`config.mk`:
```
export PLATFORM = sky130hd
export DESIGN_NAME = psram_ctrl
export DESIGN_NICKNAME = d
export VERILOG_FILES = /design/src/rtl/psram_ctrl_pkg.sv /design/src/rtl/psram_seq.sv /design/src/rtl/psram_pins.sv /design/src/rtl/psram_ctrl.sv
export SDC_FILE = /design/constraint.sdc
export NUM_CORES = 1
export LEC_CHECK = 0
export ABC_AREA = 1
export BUFFER_PORTS_ARGS = -buffer_cell sky130_fd_sc_hd__buf_2
export CORE_MARGIN = 5
export CORE_UTILIZATION = 28
export DETAILED_ROUTE_END_ITERATION = 8
export HOLD_SLACK_MARGIN = 0.15
export PLACE_DENSITY_LB_ADDON = 0.08
export SYNTH_ARGS = -nofsm -noshare
export SYNTH_HDL_FRONTEND = slang
export SYNTH_HIERARCHICAL = 1
export SYNTH_SLANG_ARGS = --single-unit
```
`constraint.sdc`:
```
create_clock -name clk -period 2.9 [get_ports clk]
set_input_delay 0.29 -clock clk [delete_from_list [all_inputs] [get_ports clk]]
set_output_delay 0.29 -clock clk [all_outputs]
set_load 0.01 [all_outputs]
```
`src/rtl/psram_ctrl_pkg.sv`:
```
// Shared types for the pseudo-static RAM controller.
// Assumes: all modules of the controller import this package.
package psram_ctrl_pkg;

    // Phases of one memory cycle, in the order they occur.
    typedef enum logic [2:0] {
        PH_IDLE    = 3'd0,
        PH_SETUP   = 3'd1,
        PH_ACCESS  = 3'd2,
        PH_RELEASE = 3'd3,
        PH_RECOVER = 3'd4
    } phase_t;

    localparam int LANE_W = 8;

endpackage

```
`src/rtl/psram_seq.sv`:
```
// Phase sequencer: steps IDLE -> SETUP -> ACCESS -> RELEASE -> RECOVER -> IDLE.
// It spends a parameterised number of cycles in each phase.
// Assumes: every cycle count is at least 1. An empty request skips straight
// to a one-cycle RECOVER. op_write is the latched operation type.
module psram_seq
    import psram_ctrl_pkg::*;
#(
    parameter int SETUP_CYC   = 2,
    parameter int RD_CYC      = 11,
    parameter int WR_CYC      = 9,
    parameter int RELEASE_CYC = 1,
    parameter int RECOVER_CYC = 2
) (
    input  logic   clk,
    input  logic   rst_n,
    input  logic   accept,
    input  logic   empty,
    input  logic   op_write,
    output phase_t phase_q,
    output phase_t phase_d,
    output logic   last_access
);

    localparam int MAX_A   = (RD_CYC > WR_CYC) ? RD_CYC : WR_CYC;
    localparam int MAX_B   = (SETUP_CYC > RELEASE_CYC) ? SETUP_CYC : RELEASE_CYC;
    localparam int MAX_C   = (MAX_A > MAX_B) ? MAX_A : MAX_B;
    localparam int MAX_CYC = (MAX_C > RECOVER_CYC) ? MAX_C : RECOVER_CYC;
    localparam int CNT_W   = (MAX_CYC > 1) ? $clog2(MAX_CYC) : 1;

    logic [CNT_W-1:0] cnt_q, cnt_d;
    logic             cnt_zero;

    assign cnt_zero    = (cnt_q == '0);
    assign last_access = (phase_q == PH_ACCESS) && cnt_zero;

    // Next phase and remaining-cycle count.
    always_comb begin
        phase_d = phase_q;
        cnt_d   = cnt_zero ? cnt_q : cnt_q - 1'b1;
        case (phase_q)
            PH_IDLE: begin
                if (accept) begin
                    phase_d = empty ? PH_RECOVER : PH_SETUP;
                    cnt_d   = empty ? '0 : CNT_W'(SETUP_CYC - 1);
                end
            end
            PH_SETUP: begin
                if (cnt_zero) begin
                    phase_d = PH_ACCESS;
                    cnt_d   = op_write ? CNT_W'(WR_CYC - 1) : CNT_W'(RD_CYC - 1);
                end
            end
            PH_ACCESS: begin
                if (cnt_zero) begin
                    phase_d = PH_RELEASE;
                    cnt_d   = CNT_W'(RELEASE_CYC - 1);
                end
            end
            PH_RELEASE: begin
                if (cnt_zero) begin
                    phase_d = PH_RECOVER;
                    cnt_d   = CNT_W'(RECOVER_CYC - 1);
                end
            end
            PH_RECOVER: begin
                if (cnt_zero) phase_d = PH_IDLE;
            end
            default: begin
                phase_d = PH_IDLE;
                cnt_d   = '0;
            end
        endcase
    end

    // Phase and counter state.
    always_ff @(posedge clk) begin
        if (!rst_n) begin
            phase_q <= PH_IDLE;
            cnt_q   <= '0;
        end else begin
            phase_q <= phase_d;
            cnt_q   <= cnt_d;
        end
    end

endmodule

```
`src/rtl/psram_pins.sv`:
```
// Pin driver and read-data capture. Every strobe is a flop computed from the
// next phase, so the pins change on the same edge as the phase and cannot glitch.
// Assumes: op_*_d is the request that applies from the next cycle onward.
module psram_pins
    import psram_ctrl_pkg::*;
#(
    parameter int DATA_W = 16,
    localparam int LANES = DATA_W / LANE_W
) (
    input  logic              clk,
    input  logic              rst_n,
    input  phase_t            phase_d,
    input  logic              op_write_d,
    input  logic [LANES-1:0]  op_be_d,
    input  logic [LANES-1:0]  op_be_q,
    input  logic              capture,
    input  logic              empty_read,
    input  logic [DATA_W-1:0] mem_dq_i,
    output logic              ce_n,
    output logic              oe_n,
    output logic              we_n,
    output logic [LANES-1:0]  be_n,
    output logic              dq_oe,
    output logic              rd_valid,
    output logic [DATA_W-1:0] rd_data
);

    logic              in_access;
    logic              drive_win;
    logic [DATA_W-1:0] lane_mask;

    assign in_access = (phase_d == PH_ACCESS);
    assign drive_win = (phase_d == PH_SETUP) || in_access || (phase_d == PH_RELEASE);

    // Expand the lane enables into a bit mask.
    for (genvar g = 0; g < LANES; g++) begin : g_mask
        assign lane_mask[g*LANE_W +: LANE_W] = {LANE_W{op_be_q[g]}};
    end

    // Strobe and drive-enable registers.
    always_ff @(posedge clk) begin
        if (!rst_n) begin
            ce_n  <= 1'b1;
            oe_n  <= 1'b1;
            we_n  <= 1'b1;
            be_n  <= '1;
            dq_oe <= 1'b0;
        end else begin
            ce_n  <= !in_access;
            oe_n  <= !(in_access && !op_write_d);
            we_n  <= !(in_access && op_write_d);
            be_n  <= in_access ? ~op_be_d : '1;
            dq_oe <= drive_win && op_write_d;
        end
    end

    // Read capture on the last access clock, and the zero reply to an empty read.
    always_ff @(posedge clk) begin
        if (!rst_n) begin
            rd_valid <= 1'b0;
            rd_data  <= '0;
        end else begin
            rd_valid <= capture || empty_read;
            if (capture)         rd_data <= mem_dq_i & lane_mask;
            else if (empty_read) rd_data <= '0;
        end
    end

endmodule

```
`src/rtl/psram_ctrl.sv`:
```
// Pseudo-static RAM controller top. It latches each accepted request and holds
// it until the next acceptance, and it connects the sequencer to the pin driver.
// Assumes: DATA_W is a multiple of 8, lane 0 is the low byte and the top lane
// is the high byte.
module psram_ctrl
    import psram_ctrl_pkg::*;
#(
    parameter int ADDR_W      = 17,
    parameter int DATA_W      = 16,
    parameter int SETUP_CYC   = 2,
    parameter int RD_CYC      = 11,
    parameter int WR_CYC      = 9,
    parameter int RELEASE_CYC = 1,
    parameter int RECOVER_CYC = 2,
    localparam int LANES      = DATA_W / LANE_W
) (
    input  logic              clk,
    input  logic              rst_n,
    input  logic              req_valid,
    output logic              req_ready,
    input  logic [ADDR_W-1:0] req_addr,
    input  logic              req_write,
    input  logic [LANES-1:0]  req_be,
    input  logic [DATA_W-1:0] req_wdata,
    output logic              rd_valid,
    output logic [DATA_W-1:0] rd_data,
    output logic [ADDR_W-1:0] mem_addr,
    output logic              mem_ce_n,
    output logic              mem_oe_n,
    output logic              mem_we_n,
    output logic              mem_ub_n,
    output logic              mem_lb_n,
    output logic [DATA_W-1:0] mem_dq_o,
    input  logic [DATA_W-1:0] mem_dq_i,
    output logic              mem_dq_oe
);

    phase_t            phase_q, phase_d;
    logic              accept, empty_in, last_access;
    logic [ADDR_W-1:0] addr_q;
    logic              write_q, write_d;
    logic [LANES-1:0]  be_q, be_d, be_n;
    logic [DATA_W-1:0] wdata_q;

    assign req_ready = (phase_q == PH_IDLE);
    assign accept    = req_valid && req_ready;
    assign empty_in  = (req_be == '0);
    assign write_d   = accept ? req_write : write_q;
    assign be_d      = accept ? req_be    : be_q;

    // Request latch: loaded on acceptance only.
    always_ff @(posedge clk) begin
        if (!rst_n) begin
            addr_q  <= '0;
            write_q <= 1'b0;
            be_q    <= '0;
            wdata_q <= '0;
        end else if (accept) begin
            addr_q  <= req_addr;
            write_q <= req_write;
            be_q    <= req_be;
            wdata_q <= req_wdata;
        end
    end

    psram_seq #(
        .SETUP_CYC   (SETUP_CYC),
        .RD_CYC      (RD_CYC),
        .WR_CYC      (WR_CYC),
        .RELEASE_CYC (RELEASE_CYC),
        .RECOVER_CYC (RECOVER_CYC)
    ) u_seq (
        .clk         (clk),
        .rst_n       (rst_n),
        .accept      (accept),
        .empty       (empty_in),
        .op_write    (write_q),
        .phase_q     (phase_q),
        .phase_d     (phase_d),
        .last_access (last_access)
    );

    psram_pins #(
        .DATA_W (DATA_W)
    ) u_pins (
        .clk        (clk),
        .rst_n      (rst_n),
        .phase_d    (phase_d),
        .op_write_d (write_d),
        .op_be_d    (be_d),
        .op_be_q    (be_q),
        .capture    (last_access && !write_q),
        .empty_read (accept && empty_in && !req_write),
        .mem_dq_i   (mem_dq_i),
        .ce_n       (mem_ce_n),
        .oe_n       (mem_oe_n),
        .we_n       (mem_we_n),
        .be_n       (be_n),
        .dq_oe      (mem_dq_oe),
        .rd_valid   (rd_valid),
        .rd_data    (rd_data)
    );

    assign mem_addr = addr_q;
    assign mem_dq_o = wdata_q;
    assign mem_lb_n = be_n[0];
    assign mem_ub_n = be_n[LANES-1];

endmodule

```
==> run_results.csv, run 1 <==
group,metric,value,unit
clocking,cts_buffer_depth,2,
drt,dr.first_iter.drc_count,73,
sta,tightest_slew,0.690,ns
synthesis,synth_cell_types,30,
grt,use_met2,0.189,
sta,finalMaxSlewViolations,0,
sta,rsz0062_at_grt,"no",
setup_path,start_kind,"flip-flop",
synthesis,synthesis.nets,475,
place,dp_hpwl,5460,µm
sta,fin_crit,1.90,ns
power_and_ir_drop,leakage,1.96,nW
min_path,hold_class,"input port to flip-flop",
clocking,numCtsBuffers,9,
place,dp_slack,0.994,ns
clocking,postCtsSetupRepairBufs,0,
grt,grt_overflow,0,
sta,clock_skew,0.00855,ns
synthesis,synth_seq_area_share,0.450,
synthesis,syn_area,2940,µm²
floorplan,die_h,112,µm
sta,maxSlewHeadroom,0.540,
synthesis,netlist_instances,417,
place,gp_congestion,0.746,
synthesis,yosysWarnings,6,
grt,grt_util_met1,0.149,
sta,fmax,0.526,GHz
drt,dr.pass1.iters,4,
cells_and_area,drive_above_1_share,0.312,
cells_and_area,seqCellArea,1320,µm²
clocking,ctsResizeCount,0,
synthesis,synth_top_cell_by_area,"dfxtp_1",
grt,first_global_vias,2666,
drt,post_drt_via_cell_ratio,4.09,
drt,ant_nets,0,
cells_and_area,antenna_cells,0,
grt,use_met3,0.0582,
sta,setup_viol,0,
sta,worst_slack,0.998,ns
setup_path,path_buf_inv,3,
grt,grt_max_degree,70,
clocking,cts_tree,"yes",
setup_path,crit_slowest_cell,"dfxtp_1",
setup_path,required,3.14,ns
clocking,holdBufCountCts,0,
power_and_ir_drop,peakVddDrop,320,µV
setup_path,max_stage_delay,0.34,ns
synthesis,yosys.area.top_type_share,0.450,
floorplan,core_area,10300,µm²
synthesis,synthTopCellsByArea,"dfxtp_1 45%, nand2_1 13%, nor2_1 11%",
flow_run,maxCapViolCount,0,
floorplan,row_count,37,
floorplan,die_w,112,µm
sta,final_hold_viol_count,0,
sta,setup_tns,0,ns
synthesis,synth_seq_cells,66,
cells_and_area,stdcell_count,665,
clocking,clkSinkCount,66,
setup_path,critical_path.top_delay_family,"simple AND/OR/NAND/NOR gates",
synthesis,ys.flop_type,"dfxtp_1",
synthesis,yosysMostFrequentCell,"nand2_1",
floorplan,num_io_pins,112,
synthesis,synth-edff-count,0,
grt,grt_busiest_layer,"met2",
synthesis,syn_avg_cell_area,7.05,µm²
grt,grt_pass1_wl,12600,µm
grt,antenna_found_initial,0,
drt,drcViolationCount,0,
drt,avgRoutedWirePerCell,11.3,µm
clocking,clockRootBuffer,"clkbuf_8",
power_and_ir_drop,p_per_area,922,nW/µm²
cells_and_area,nets,583,
place,portBuffers,111,
outcome,status,"complete, no violations",
cells_and_area,multi_input_area,1270,µm²
setup_path,cp_max_fo,17,
grt,grt_usage,0.121,
cells_and_area,fill_cells,1148,
setup_path,worst_setup_path_end_kind,"flip-flop",
floorplan,dieArea,12600,µm²
synthesis,ys_async_sr_fraction,0,
setup_path,crit_arrival,2.15,ns
clocking,cts_max_level,3,
cells_and_area,syn_to_final_growth,28.4,%
setup_path,criticalPathCategory,"flip-flop to flip-flop",
clocking,cts.clk_slew.worst_paths,0.08,ns
place,dp_cells,650,
drt,vias,2721,
setup_path,crit_chain,"inv_1 -> ha_1 -> nand3_1 -> nor2_1 -> inv_1 -> nor2_1 -> buf_4 -> nor2_8 -> nand2_1 -> a21oi_1",
sta,fin_crit_sh,0.656,
sta,whs,0.175,ns
floorplan,start_util,0.286,
clocking,clk_latency,0.33,ns
synthesis,synth_top_cells_by_count,"105 x nand2_1, 85 x nor2_1, 66 x dfxtp_1, 59 x inv_1, 25 x nand3_1",
drt,wl,7550,µm
-- cells by family (layout without fill, tap and decap cells) --
kind of cell             after synthesis  after routing  share of synthesized area
buffers and inverters                 80            192                      0.117
adder cells (fa/ha/maj)                3              3                     0.0128
flip-flops                            66             66                      0.450
AO/OA/AOI/OAI                         23             23                     0.0536
XOR/XNOR                               1              1                    0.00298
AND/OR/NAND/NOR                      244            244                      0.364
-- report_power, final --
group / leakage [nW] / switching [mW] / total, mW / internal, mW
Sequential: 0.542 / 0.163 / 1.29 / 1.13
Combinational: 1.33 / 0.902 / 1.42 / 0.517
Clock: 0.0941 / 0.352 / 0.765 / 0.413
Total: 1.96 / 1.42 / 3.48 / 2.06
-- path summary, 6_finish.rpt --
kind,from,to,slack (ns),cells after the start
min reg2reg,u_pins/rd_data[12],u_pins/rd_data[12],0.47,2
min,req_addr[7],mem_addr[7],0.18,3
max reg2reg,u_seq/cnt_q[0],u_pins/rd_data[2],1.0,10
max,u_seq/cnt_q[0],u_pins/rd_data[2],1.0,10
-- cells in the final DEF (no fill, tap or decap) --
cell        count
buf_2         111
nand2_1       105
nor2_1         85
dfxtp_1        66
inv_1          59
nand3_1        25
clkbuf_8       10
nand2_2        10
a21oi_2         9
a21oi_1         9
nor2_2          5
nor3_1          3
nor2_4          3
nand4_1         3
buf_4           3
ha_1            3
clkinv_2        2
clkinvlp_4      2
o21ai_0         2
inv_2           2
o211ai_1        2
nand3_4         1
bufinv_16       1
nor2_8          1
clkinv_1        1
inv_4           1
nand2_4         1
nand3_2         1
xnor2_1         1
o21ai_2         1
nor3_2          1
-- area by class of cell --
cell class,instances,share of cell area
clock buffer,10,0.0365
clock inverter,5,0.0146
inverter,63,0.0633
multi-input combinational,271,0.337
sequential,66,0.350
tap,136,0.0451
timing repair buffer,114,0.153
-- metal layers --
metal | share of wire | vias up
met5 | 0 | -
met3 | 0.089 | 6
met1 | 0.46 | 1174
met2 | 0.44 | 74
li1 | - | 1467
met4 | 0.0087 | 0
-- flip-flops by register name, summed over array words and instances, names as in the netlist --
register and cells:
write_q 1, u_pins/oe_n 1, u_pins/we_n 1, mem_dq_o 16, u_pins/rd_valid 1, u_pins/ce_n 1, u_seq/cnt_q 4, mem_addr 17
u_pins/rd_data 16, u_pins/be_n 2, be_q 2, u_pins/dq_oe 1, u_seq/phase_q 3
-- through the flow --
step / area [µm²] / util / power, mW
2_1_floorplan: 2940 / - / 2.34
3_3_place_gp: 3580 / 0.348 / 2.74
3_5_place_dp: 3580 / 0.348 / 2.75
4_1_cts: 3770 / 0.367 / 3.55
5_1_grt: 3770 / 0.367 / 3.82
6_report: 3770 / 0.367 / 3.48
-- worst min-delay path, cell delays in order --
cell and delay, ns:
buf_2 0.07, nor2_1 0.03, nor2_1 0.08
Note: power is estimated with default switching activity, not from simulation.
==> run 2: changes to the inputs <==
- clock period: 2.9 -> 1.6 ns (I/O delays scaled with it)
==> run 2 against run 1 <==
Against the previous run: register-to-register slack got worse by 0.90 ns; cell count increased by 10%; fmax increased by 26%; first-iteration DRC count increased by 52%; count of clock-buffer cells in the layout increased by 1; critical path depth decreased by 2; worst setup slack got worse by 0.90 ns; sequential power increased by 81%; flip-flop and latch count unchanged; core utilization increased by 7.4 points; wire length increased by 8.9%; sequential share of layout area decreased by 5.7 points.
==> run_results.csv, run 2 (synthesis gave the netlist of run 1 again) <==
group,metric,value,unit
outcome,status,"complete, no violations",
power_and_ir_drop,switching_share,0.399,
floorplan,row_count,37,
sta,clock_skew,0.0136,ns
setup_path,crit_chain,"nor2_4 -> buf_4 -> nand4_1 -> nor3_2 -> nor2_8 -> buf_12 -> nand2_1 -> a21oi_2",
setup_path,crit_slowest_cell,"dfxtp_2",
drt,wl,8220,µm
floorplan,num_io_pins,112,
place,dp_hpwl,5630,µm
floorplan,dieArea,12600,µm²
sta,worst_slack,0.0956,ns
sta,fin_crit_sh,0.940,
grt,use_met2,0.205,
cells_and_area,fill_cells,1055,
clocking,clk_latency,0.34,ns
power_and_ir_drop,clockPowerShare,0.199,
clocking,cts_max_level,3,
grt,antenna_found_initial,0,
cells_and_area,multi_input_area,1340,µm²
min_path,whs_path_depth,4,
sta,finalMaxSlewViolations,0,
power_and_ir_drop,peakVddDrop,585,µV
sta,final_hold_viol_count,0,
drt,drcViolationCount,0,
setup_path,crit_arrival,1.73,ns
drt,post_drt_via_cell_ratio,4.07,
power_and_ir_drop,intPower,4.18,mW
place,placed_cell_area,3730,µm²
power_and_ir_drop,p_switching,2.78,mW
sta,setup_viol,0,
place,gp_congestion,0.751,
floorplan,start_util,0.286,
cells_and_area,drive_above_1_share,0.332,
grt,grt_max_degree,70,
cells_and_area,antenna_cells,0,
setup_path,criticalPathCategory,"flip-flop to flip-flop",
clocking,cts_buffer_depth,2,
setup_path,ff2ff_path_depth,8,
setup_path,required,1.83,ns
place,dp_slack,-0.0404,ns
drt,dr.first_iter.drc_count,111,
setup_path,cp.depth,8,
setup_path,path_buf_inv,2,
setup_path,critical_path.top_delay_family,"simple AND/OR/NAND/NOR gates",
setup_path,worst_setup_path_end_kind,"flip-flop",
power_and_ir_drop,p_per_area,1530,nW/µm²
sta,tightest_slew,0.391,ns
grt,grt_usage,0.131,
clocking,numCtsBuffers,9,
power_and_ir_drop,comb_power_share,0.466,
clocking,cts_tree,"yes",
grt,grt_busiest_layer,"met2",
drt,vias,2984,
grt,grt_overflow,0,
cells_and_area,final_common_cell,"buf_2",
drt,ant_nets,0,
cells_and_area,nets,650,
grt,use_met3,0.0501,
power_and_ir_drop,seq_power_share,0.335,
drt,avgRoutedWirePerCell,11.2,µm
sta,maxSlewHeadroom,0.739,
cells_and_area,seqCellArea,1330,µm²
floorplan,die_h,112,µm
cells_and_area,final_area,4540,µm²
setup_path,start_kind,"flip-flop",
floorplan,core_area,10300,µm²
setup_path,cp_max_fo,13,
cells_and_area,syn_to_final_growth,54.3,%
power_and_ir_drop,leakage,2.28,nW
sta,fin_crit,1.50,ns
grt,grt_pass1_wl,13700,µm
floorplan,die_w,112,µm
cells_and_area,final_cell_mix,"111 x buf_2, 104 x nand2_1, 82 x nor2_1",
clocking,clockRootBuffer,"clkbuf_8",
setup_path,ff2ff_setup_slack,0.1,ns
clocking,cts.clk_slew.worst_paths,0.08,ns
clocking,clkSinkCount,66,
min_path,hold_class,"input port to flip-flop",
setup_path,max_stage_delay,0.37,ns
flow_run,maxCapViolCount,0,
grt,grt_util_met1,0.166,
place,portBuffers,111,
grt,first_global_vias,2884,
cells_and_area,largest_register_ffs,17,
drt,dr.pass1.iters,5,
sta,fmax,0.665,GHz
==> run 2: final timing paths <==
check / start / to
max: u_seq/phase_q[1] / u_pins/rd_data[3]
min: req_valid / be_q[0]
max reg2reg: u_seq/phase_q[1] / u_pins/rd_data[3]
min reg2reg: u_pins/rd_data[1] / u_pins/rd_data[1]
==> run 2: per-stage QoR <==
step	power (mW)	setup TNS [ns]	utilization	hold slack [ns]	std cells
floorplan	4.27	0	-	0.295	417
finish	6.96	0	0.441	0.227	733
detailed placement	5.29	-0.454	0.363	0.387	662
global route	7.58	-0.00926	0.441	0.228	733
CTS	6.85	0	0.432	0.185	729
global placement	5.26	-0.0688	0.363	0.382	662
==> run 2: metal layers <==
metal,vias up,share of wire
li1,1594,-
met5,-,0
met1,1292,0.46
met2,92,0.45
met3,6,0.081
met4,0,0.0071
==> run 2: worst reg2reg max path: stages (launching register included) <==
cell and delay, ns:
dfxtp_2 0.37, nor2_4 0.13, buf_4 0.12, nand4_1 0.10, nor3_2 0.30, nor2_8 0.07, buf_12 0.15, nand2_1 0.08
a21oi_2 0.06
==> run 2: power by group through the flow <==
stage / logic (mW) / registers (mW) / clock network (mW)
global route: 3.68 / 2.39 / 1.51
CTS: 3.08 / 2.33 / 1.44
global placement: 2.91 / 2.35 / 0
detailed placement: 2.93 / 2.36 / 0
finish: 3.24 / 2.33 / 1.39
floorplan: 1.79 / 2.48 / 0
==> run 2: cell type report <==
| class | instances | area share |
|---|---|---|
| clock buffers | 11 | 0.0290 |
| clock inverters | 5 | 0.0121 |
| inverters | 63 | 0.0527 |
| multi-input cells | 271 | 0.296 |
| flip-flops and latches | 66 | 0.293 |
| well taps | 136 | 0.0375 |
| repair buffers | 181 | 0.280 |
==> run 2: what timing repair did <==
action,CTS,global route
hold endpoints to repair,49,1
setup buffers,2,3
hold buffers,49,1
cloned,0,0
setup endpoints to repair,22,24
gates resized for setup,3,15
pin swaps,1,9
